$ cat src/rtl/wdog_pkg.sv
package wdog_pkg;

   // word index of each register (byte address bits [3:2])
   localparam logic [1:0] IDX_COUNT  = 2'd0;
   localparam logic [1:0] IDX_START  = 2'd1;
   localparam logic [1:0] IDX_KICK   = 2'd2;
   localparam logic [1:0] IDX_CTRL   = 2'd3;

   localparam logic [15:0] KICK_KEY  = 16'h4755;
   localparam int unsigned CTRL_W    = 7;

   // control register, laid out from bit 6 down to bit 0
   typedef struct packed {
      logic [1:0] scope;     // [6:5]
      logic       tick_sel;  // [4]
      logic       ext_en;    // [3]
      logic       irq_en;    // [2]
      logic       rst_en;    // [1]
      logic       run_en;    // [0]
   } wd_ctrl_t;

endpackage

$ cat src/rtl/wdog_regs.sv
module wdog_regs
   import wdog_pkg::*;
#(
   parameter int unsigned DATA_W = 32,
   parameter int unsigned ADDR_W = 4
) (
   input  logic              clk,
   input  logic              rst_n,
   input  logic              bus_valid,
   input  logic              bus_write,
   input  logic [ADDR_W-1:0] bus_addr,
   input  logic [DATA_W-1:0] bus_wdata,
   input  logic [DATA_W-1:0] cnt_i,
   output logic [DATA_W-1:0] bus_rdata,
   output wd_ctrl_t          ctrl_o,
   output logic [DATA_W-1:0] start_o,
   output logic              kick_ok_o,
   output logic              irq_clr_o
);

   logic       hi_ok;
   logic [1:0] idx;
   logic       wr;
   logic       unused_addr;

   generate
      if (ADDR_W > 4) begin : g_hi
         assign hi_ok = (bus_addr[ADDR_W-1:4] == '0);
      end else begin : g_nohi
         assign hi_ok = 1'b1;
      end
   endgenerate

   assign idx         = bus_addr[3:2];
   assign unused_addr = ^bus_addr[1:0];
   assign wr          = bus_valid && bus_write && hi_ok;

   always_ff @(posedge clk or negedge rst_n) begin
      if (!rst_n) begin
         ctrl_o  <= '0;
         start_o <= '0;
      end else if (wr) begin
         if (idx == IDX_CTRL)  ctrl_o  <= wd_ctrl_t'(bus_wdata[CTRL_W-1:0]);
         if (idx == IDX_START) start_o <= bus_wdata;
      end
   end

   // the whole data word must match the key, not only its low half
   assign kick_ok_o = wr && (idx == IDX_KICK) &&
                      (bus_wdata == DATA_W'(KICK_KEY));
   assign irq_clr_o = wr && (idx == IDX_COUNT) && bus_wdata[0];

   always_comb begin
      bus_rdata = '0;
      if (bus_valid && !bus_write && hi_ok) begin
         case (idx)
            IDX_COUNT: bus_rdata = cnt_i;
            IDX_START: bus_rdata = start_o;
            IDX_CTRL:  bus_rdata = DATA_W'(ctrl_o);
            default:   bus_rdata = '0;
         endcase
      end
   end

endmodule

$ cat src/rtl/wdog_tick.sv
module wdog_tick #(
   parameter int unsigned DIV = 100
) (
   input  logic clk,
   input  logic rst_n,
   output logic tick_o
);

   generate
      if (DIV < 1) begin : g_bad
         $error("wdog_tick: DIV must be at least 1");
      end
      if (DIV == 1) begin : g_pass
         assign tick_o = 1'b1;
      end else begin : g_div
         localparam int unsigned TW = $clog2(DIV);
         logic [TW-1:0] div_q;
         always_ff @(posedge clk or negedge rst_n) begin
            if (!rst_n)                      div_q <= '0;
            else if (div_q == TW'(DIV - 1)) div_q <= '0;
            else                             div_q <= div_q + 1'b1;
         end
         assign tick_o = (div_q == TW'(DIV - 1));
      end
   endgenerate

endmodule

$ cat src/rtl/wdog_count.sv
module wdog_count #(
   parameter int unsigned CNT_W = 32
) (
   input  logic             clk,
   input  logic             rst_n,
   input  logic             run_en,
   input  logic             step,
   input  logic             load,
   input  logic [CNT_W-1:0] load_val,
   output logic [CNT_W-1:0] cnt_o,
   output logic             expire_o
);

   logic fired_q;

   always_ff @(posedge clk or negedge rst_n) begin
      if (!rst_n)                           cnt_o <= '0;
      else if (load)                        cnt_o <= load_val;
      else if (run_en && step && cnt_o != '0) cnt_o <= cnt_o - 1'b1;
   end

   // remembers that the zero has already been reported
   always_ff @(posedge clk or negedge rst_n) begin
      if (!rst_n)                fired_q <= 1'b0;
      else if (load || !run_en)  fired_q <= 1'b0;
      else if (expire_o)         fired_q <= 1'b1;
   end

   assign expire_o = run_en && (cnt_o == '0) && !fired_q;

endmodule

$ cat src/rtl/wdog_pulse.sv
module wdog_pulse #(
   parameter int unsigned LEN = 16
) (
   input  logic clk,
   input  logic rst_n,
   input  logic trig,
   output logic pulse_o
);

   localparam int unsigned PW = $clog2(LEN + 1);

   generate
      if (LEN < 1) begin : g_bad
         $error("wdog_pulse: LEN must be at least 1");
      end
   endgenerate

   logic [PW-1:0] left_q;

   always_ff @(posedge clk or negedge rst_n) begin
      if (!rst_n)             left_q <= '0;
      else if (trig)          left_q <= PW'(LEN);
      else if (left_q != '0)  left_q <= left_q - 1'b1;
   end

   assign pulse_o = (left_q != '0);

endmodule

$ cat src/rtl/wdog_timer.sv
module wdog_timer
   import wdog_pkg::*;
#(
   parameter int unsigned DATA_W   = 32,
   parameter int unsigned ADDR_W   = 4,
   parameter int unsigned TICK_DIV = 100,
   parameter int unsigned RST_LEN  = 16,
   parameter int unsigned EXT_LEN  = 8
) (
   input  logic              clk,
   input  logic              rst_n,
   input  logic              bus_valid,
   input  logic              bus_write,
   input  logic [ADDR_W-1:0] bus_addr,
   input  logic [DATA_W-1:0] bus_wdata,
   output logic [DATA_W-1:0] bus_rdata,
   output logic              expire_o,
   output logic              irq_o,
   output logic              sys_rst_o,
   output logic [1:0]        rst_scope_o,
   output logic              ext_o
);

   generate
      if (DATA_W < 16 || DATA_W > 32) begin : g_bad_w
         $error("wdog_timer: DATA_W must lie in 16..32");
      end
      if (ADDR_W < 4) begin : g_bad_a
         $error("wdog_timer: ADDR_W must be at least 4");
      end
   endgenerate

   wd_ctrl_t          ctrl;
   logic [DATA_W-1:0] start_val;
   logic [DATA_W-1:0] cnt;
   logic              kick_ok;
   logic              irq_clr;
   logic              tick;
   logic              step;
   logic              irq_q;
   logic [1:0]        scope_q;

   wdog_regs #(.DATA_W(DATA_W), .ADDR_W(ADDR_W)) u_regs (
      .clk       (clk),
      .rst_n     (rst_n),
      .bus_valid (bus_valid),
      .bus_write (bus_write),
      .bus_addr  (bus_addr),
      .bus_wdata (bus_wdata),
      .cnt_i     (cnt),
      .bus_rdata (bus_rdata),
      .ctrl_o    (ctrl),
      .start_o   (start_val),
      .kick_ok_o (kick_ok),
      .irq_clr_o (irq_clr)
   );

   wdog_tick #(.DIV(TICK_DIV)) u_tick (
      .clk    (clk),
      .rst_n  (rst_n),
      .tick_o (tick)
   );

   assign step = ctrl.tick_sel ? tick : 1'b1;

   wdog_count #(.CNT_W(DATA_W)) u_count (
      .clk      (clk),
      .rst_n    (rst_n),
      .run_en   (ctrl.run_en),
      .step     (step),
      .load     (kick_ok),
      .load_val (start_val),
      .cnt_o    (cnt),
      .expire_o (expire_o)
   );

   wdog_pulse #(.LEN(RST_LEN)) u_rst_pulse (
      .clk     (clk),
      .rst_n   (rst_n),
      .trig    (expire_o && ctrl.rst_en),
      .pulse_o (sys_rst_o)
   );

   wdog_pulse #(.LEN(EXT_LEN)) u_ext_pulse (
      .clk     (clk),
      .rst_n   (rst_n),
      .trig    (expire_o && ctrl.ext_en),
      .pulse_o (ext_o)
   );

   always_ff @(posedge clk or negedge rst_n) begin
      if (!rst_n)                          scope_q <= '0;
      else if (expire_o && ctrl.rst_en)    scope_q <= ctrl.scope;
   end

   assign rst_scope_o = sys_rst_o ? scope_q : 2'b00;

   always_ff @(posedge clk or negedge rst_n) begin
      if (!rst_n)                       irq_q <= 1'b0;
      else if (kick_ok || irq_clr)      irq_q <= 1'b0;
      else if (expire_o && ctrl.irq_en) irq_q <= 1'b1;
   end

   assign irq_o = irq_q;

endmodule

$ cat config.mk
export PLATFORM = sky130hd
export DESIGN_NAME = wdog_timer
export DESIGN_NICKNAME = d
export VERILOG_FILES = /design/src/rtl/wdog_pkg.sv /design/src/rtl/wdog_regs.sv /design/src/rtl/wdog_tick.sv /design/src/rtl/wdog_count.sv /design/src/rtl/wdog_pulse.sv /design/src/rtl/wdog_timer.sv
export SDC_FILE = /design/constraint.sdc
export NUM_CORES = 1
export LEC_CHECK = 0
export ABC_AREA = 1
export BUFFER_PORTS_ARGS = -buffer_cell sky130_fd_sc_hd__buf_4
export CORE_MARGIN = 2
export CORE_UTILIZATION = 46
export CTS_BUF_LIST = sky130_fd_sc_hd__clkbuf_16
export DETAILED_ROUTE_END_ITERATION = 8
export PLACE_DENSITY = 0.7
export SLEW_MARGIN = 20
export SYNTH_ARGS = -nofsm -noshare
export SYNTH_HDL_FRONTEND = slang
export SYNTH_SLANG_ARGS = --single-unit
$ cat constraint.sdc
create_clock -name clk -period 3 [get_ports clk]
set_input_delay 0.3 -clock clk [delete_from_list [all_inputs] [get_ports clk]]
set_output_delay 0.3 -clock clk [all_outputs]
set_load 0.01 [all_outputs]
### Word-level counts from Yosys, hierarchy flattened

Index checks and enable logic that the tools add are counted.

* register bits: 91
* bits of input ports: 40
* output and inout bits: 38
* word-level logic and storage cells: 68

* add/subtract/negate cells: 4
* equal/unequal tests: 5
* multiplexer cells: 15
* reductions and logical operators: 30

Operator list (count)
* $mux 32: 3
* $pmux 32 s3: 1
* $eq 32x15->1 const B: 1
* $logic_not 32->1: 1
* $reduce_bool 32->1: 1
* $sub 32x1->32 const B: 1
* $logic_and 1x1->1: 13
* $mux 5: 2
* $reduce_bool 2->1: 5
* $mux 4: 2
* $add 7x1->7 const B: 1
* $eq 7x7->1 const B: 1
* $mux 7: 1
* $mux 1: 5
* $reduce_bool 5->1: 1
* $sub 5x1->5 const B: 1
* $eq 2x2->1 const B: 2
* $reduce_and 2->1: 2
* $reduce_bool 4->1: 1
* $sub 4x1->4 const B: 1
* $logic_not 1->1: 3
* $eq 2x1->1 const B: 1
* $logic_not 2->1: 1
* $logic_or 1x1->1: 2
* $mux 2: 1

### Depth between registers and ports, before layout

* depth after elaboration: 6
* mapped depth: 11
* mapped depth without buffers: 11

### By module

From an unflattened synthesis, not the netlist that was laid out.

* cells, all modules: 894
* area total of the unflattened synthesis: 5916.9 um^2

Modules (own cells, without submodules)
* wdog_count: instances 1, cells each 438, area an instance 2697.6 um^2, sequential area each 825.8 um^2
* wdog_regs: instances 1, cells each 328, area an instance 2215.9 um^2, sequential area each 975.9 um^2
* wdog_tick: instances 1, cells each 42, area an instance 361.6 um^2, sequential area each 175.2 um^2
* wdog_pulse at u_rst_pulse: instances 1, cells each 33, area an instance 260.2 um^2, sequential area each 125.1 um^2
* wdog_pulse at u_ext_pulse: instances 1, cells each 28, area an instance 221.5 um^2, sequential area each 100.1 um^2
* wdog_timer: instances 1, cells each 25, area an instance 160.2 um^2, sequential area each 75.1 um^2

### Worst setup path before layout

Ideal clock, no wire load.

* kind: reg2out
* start point: register u_count.cnt_o[0]
* end point: output port expire_o
* data arrival time: 1.417 ns
* data required time: 2.700 ns
* slack: 1.283 ns
* stages on the path, launching flop included: 8
* cell sequence: dfrtp_1 -> inv_1 -> ha_1 -> nand2_1 -> nor2_1 -> nand3_1 -> nor2_1 -> and3_1

* cells in the longest elaborated chain, start to end: 3

Ends and longest elaborated chain
* start: declaration: line wdog_count.sv:10 `output logic [CNT_W-1:0] cnt_o,`
* start signal: assignment: line wdog_count.sv:18 `else if (load) cnt_o <= load_val;`
* start signal: assignment: line wdog_count.sv:19 `else if (run_en && step && cnt_o != '0) cnt_o <= cnt_o - 1'b1;`
* $logic_not 32->1: line wdog_count.sv:29 `assign expire_o = run_en && (cnt_o == '0) && !fired_q;`
* $logic_and 1x1->1 (2 in series): line wdog_count.sv:29
* end: declaration: line wdog_timer.sv:17 `output logic expire_o,`

Every way passes these cells.

### Worst setup path in the final report

Ends and elaborated chain as after synthesis.

==> qor.tcl <==
set qor(status) {finished with violations}
set qor(failing_checks) {negative hold slack}
set qor(synth.largest_area_cell) {sky130_fd_sc_hd__dfrtp_1}
set qor(detail_route.iter0.violations) 330
set qor(static-leakage-power_uw) 0.003557
set qor(post-route-worst-setup-slack_ns) 0.5020
set qor(ys.warnings.count) 0
set qor(synth_area_um2) 5563
set qor(grt_remaining_overflow) 0
set qor(tritoncts.num_buffers) 9
set qor(drv_cap) 0
set qor(cts.reportedPaths.clkPinSlew_ns) 0.07
set qor(grt_antenna_before_repair) 0
set qor(die_w_um) 114.0
set qor(synth_top_area_frac) 0.4094
set qor(crit_required_ns) 2.70
set qor(r2r_start) {u_count.cnt_o[0]$_DFFE_PN0P_}
set qor(grt_pass1_wl_um) 24370
set qor(post-place-ws_ns) 0.7165
set qor(ys.flop_type) {sky130_fd_sc_hd__dfrtp_1}
set qor(tritoncts) {done}
set qor(route.detailed.wl_per_inst_um) 14.00
set qor(worstSetupStartpoint) {u_count.cnt_o[0]$_DFFE_PN0P_}
set qor(share_of_cells_above_drive_strength_1) 0.1455
set qor(cts_htree_levels) 3
set qor(final_min_period_over_clock_period) 0.8327
set qor(period_minus_slack_ns) 2.498
set qor(timing.setup.tns_ns) 0
set qor(ctsLongestPathBuffers) 2
set qor(netlist-cell-type-count) 29
set qor(postSynth.asyncResetShare) 1.000
set qor(critPathCaptureType) {primary output}
set qor(synth_area_per_cell_um2) 6.980
set qor(die_area_um2) 12990
set qor(first_global_vias) 4941
set qor(nNetsFinal) 914
set qor(diodes) 0
set qor(worstPathArrival_ns) 2.20
set qor(synth_cells) 797
set qor(detailroute.via_count) 5259
set qor(cts_setup_buffers) 0
set qor(drc) 0
set qor(most-common-layout-cells) {sky130_fd_sc_hd__nand2_1, sky130_fd_sc_hd__nor2_1, sky130_fd_sc_hd__inv_1, sky130_fd_sc_hd__dfrtp_1}
set qor(worst_hold_path_type) {input pin to async pin}
set qor(finalHoldViolations) 6
set qor(criticalPathCategory) {flip-flop to primary output}
set qor(worst_hold_slack_ns) -0.003439
set qor(design_power_total_uw) 3241
set qor(setup_viol) 0
set qor(final_common_cell) {sky130_fd_sc_hd__nand2_1}
set qor(timing.max_slew.rel_slack) 0.4335
set qor(cts_resized) 0
set qor(via_per_inst) 5.156
set qor(initial_util) 0.4670
set qor(floorplan.io_pins) 78
set qor(number_of_synthesized_flops_with_an_enable_pin) 0
set qor(power_density_nw_per_um2) 494.5
set qor(port_buffers) 75
set qor(post_cts_hold_buffer_count) 0
set qor(worst_path_largest_cell_delay_ns) 0.37
set qor(first_drt_pass_iteration_count) 5
set qor(clock_latency_of_the_later_clocked_register_in_the_worst_skew_pair_ns) 0.34
set qor(timing.final.max_slew_violations) 0
set qor(postSynthRegisterBits) 91
set qor(place.detailed.hpwl_um) 10430
set qor(tightest_slew_ns) 0.8467
set qor(cts-root-buf) {sky130_fd_sc_hd__clkbuf_16}
set qor(synthTopCellsByArea) {sky130_fd_sc_hd__dfrtp_1, sky130_fd_sc_hd__nand2_1, sky130_fd_sc_hd__nand3_1}
set qor(clock_skew_ns) 0.005988
set qor(floorplan.die.height_um) 114.0
set qor(rows) 40
set qor(finalWeightedCongestion) 0.9592
set qor(critical_path.max_fanout) 5
set qor(grtUsageTotal) 0.2340
set qor(clock_sinks) 91
set qor(worstPathCellList) {inv_1, ha_1, nand2_1, nor2_1, nand3_1, nor2_1, and3_1, buf_4}
set qor(drtAntennaViolNets) 0
set qor(yosysSeqAreaShare) 0.4094
set qor(totalWireLength_um) 14280
set qor(critical_path.most_common_cell) {sky130_fd_sc_hd__nor2_1}
set qor(synthesis.nets) 843
set qor(grt_setup_unrepaired) {false}
set qor(fp.coreArea_um2) 11910
set qor(max_freq_ghz) 0.4003
set qor(worst_setup_path_start_kind) {flip-flop}
set qor(grt_max_degree) 53
set qor(syn2layout_area_growth_pct) 17.84
set qor(max-vdd-ir-drop_mv) 0.2211
set qor(cp_slowest_cell) {sky130_fd_sc_hd__dfrtp_1}
==> flip-flops by register name (all words and copies together), names as in the netlist <==
signal              cells
u_count.cnt_o          32
u_regs.start_o         32
u_regs.ctrl_o           7
u_tick.g_div.div_q      7
u_rst_pulse.left_q      5
u_ext_pulse.left_q      4
scope_q                 2
irq_o                   1
u_count.fired_q         1
==> stage by stage <==
step / utilization / cells / hold slack, ns / cell area (um^2)
floorplan: - / 797 / 0.004409 / 5563
global placement: 0.5284 / 1004 / 0.3784 / 6294
detailed placement: 0.5284 / 1004 / 0.3804 / 6294
CTS: 0.5503 / 1020 / 0.01816 / 6555
global route: 0.5503 / 1020 / 0.05951 / 6555
finish: 0.5503 / 1020 / -0.003439 / 6555
==> kinds of logic (layout without fill, tap and decap cells) <==
group           count (synthesis)  after routing  synth area share
compound gates                 89             89           0.08502
fa+ha+maj                       6              6           0.01349
buf+inv                       118            194           0.08232
simple gates                  450            450            0.3338
xor+xnor                       24             24           0.03779
flops                          91             91            0.4094
mux                            19             19           0.03824
==> critical path: cells and delay by family, from the launching register on <==
kind,cells,cell delay (ns)
adders and majority gates,1,0.26
buffers and inverters,2,0.24
DFF,1,0.37
and+or+nand+nor,5,0.99
==> area by class of cell <==
class | instances | area (um^2)
fillers | 1198 | 5356
multi-input cells | 588 | 2833
flip-flops and latches | 91 | 2277
repair buffers | 85 | 650.6
inverters | 93 | 349.1
clock buffers | 9 | 225.2
well taps | 147 | 183.9
clock inverters | 7 | 36.28
==> power by group <==
part           internal (uW)  switching, uW
registers               1430            135
logic                    300            368
clock network            549            462
total                   2280            965
==> path summary, 6_finish.rpt <==
kind | cells past startpoint | slack [ns] | endpoint
worst max-delay path | 8 | 0.50 | expire_o
worst min-delay path | 1 | -0.003 | u_regs.ctrl_o[5]$_DFFE_PN0P_
worst max register to register | 10 | 0.71 | u_count.cnt_o[4]$_DFFE_PN0P_
worst min register to register | 1 | 0.46 | u_tick.g_div.div_q[0]$_DFF_PN0_
max in group asynchronous | 2 | 2.25 | u_count.cnt_o[31]$_DFFE_PN0P_
min in group clk | 3 | 0.18 | u_regs.ctrl_o[1]$_DFFE_PN0P_
==> cell usage after synthesis (all sizes together), types with 3 or more instances <==
master	number
o21ai	47
ha	6
xor2	11
buf	9
nand3	84
nor3	4
nand3b	3
dfrtp	91
nor2	108
nand2	241
nand4	6
a21oi	36
o22ai	3
mux2	18
clkbuf	16
inv	93
xnor2	13
==> routing by layer <==
metal	vias up	GRT usage	share of wire
met5	-	0	0
met4	0	0.08049	0.018
met3	17	0.03188	0.047
met2	125	0.3631	0.46
met1	2446	0.3379	0.47
li1	2671	-	-
Note: power is estimated with default switching activity, not from simulation.
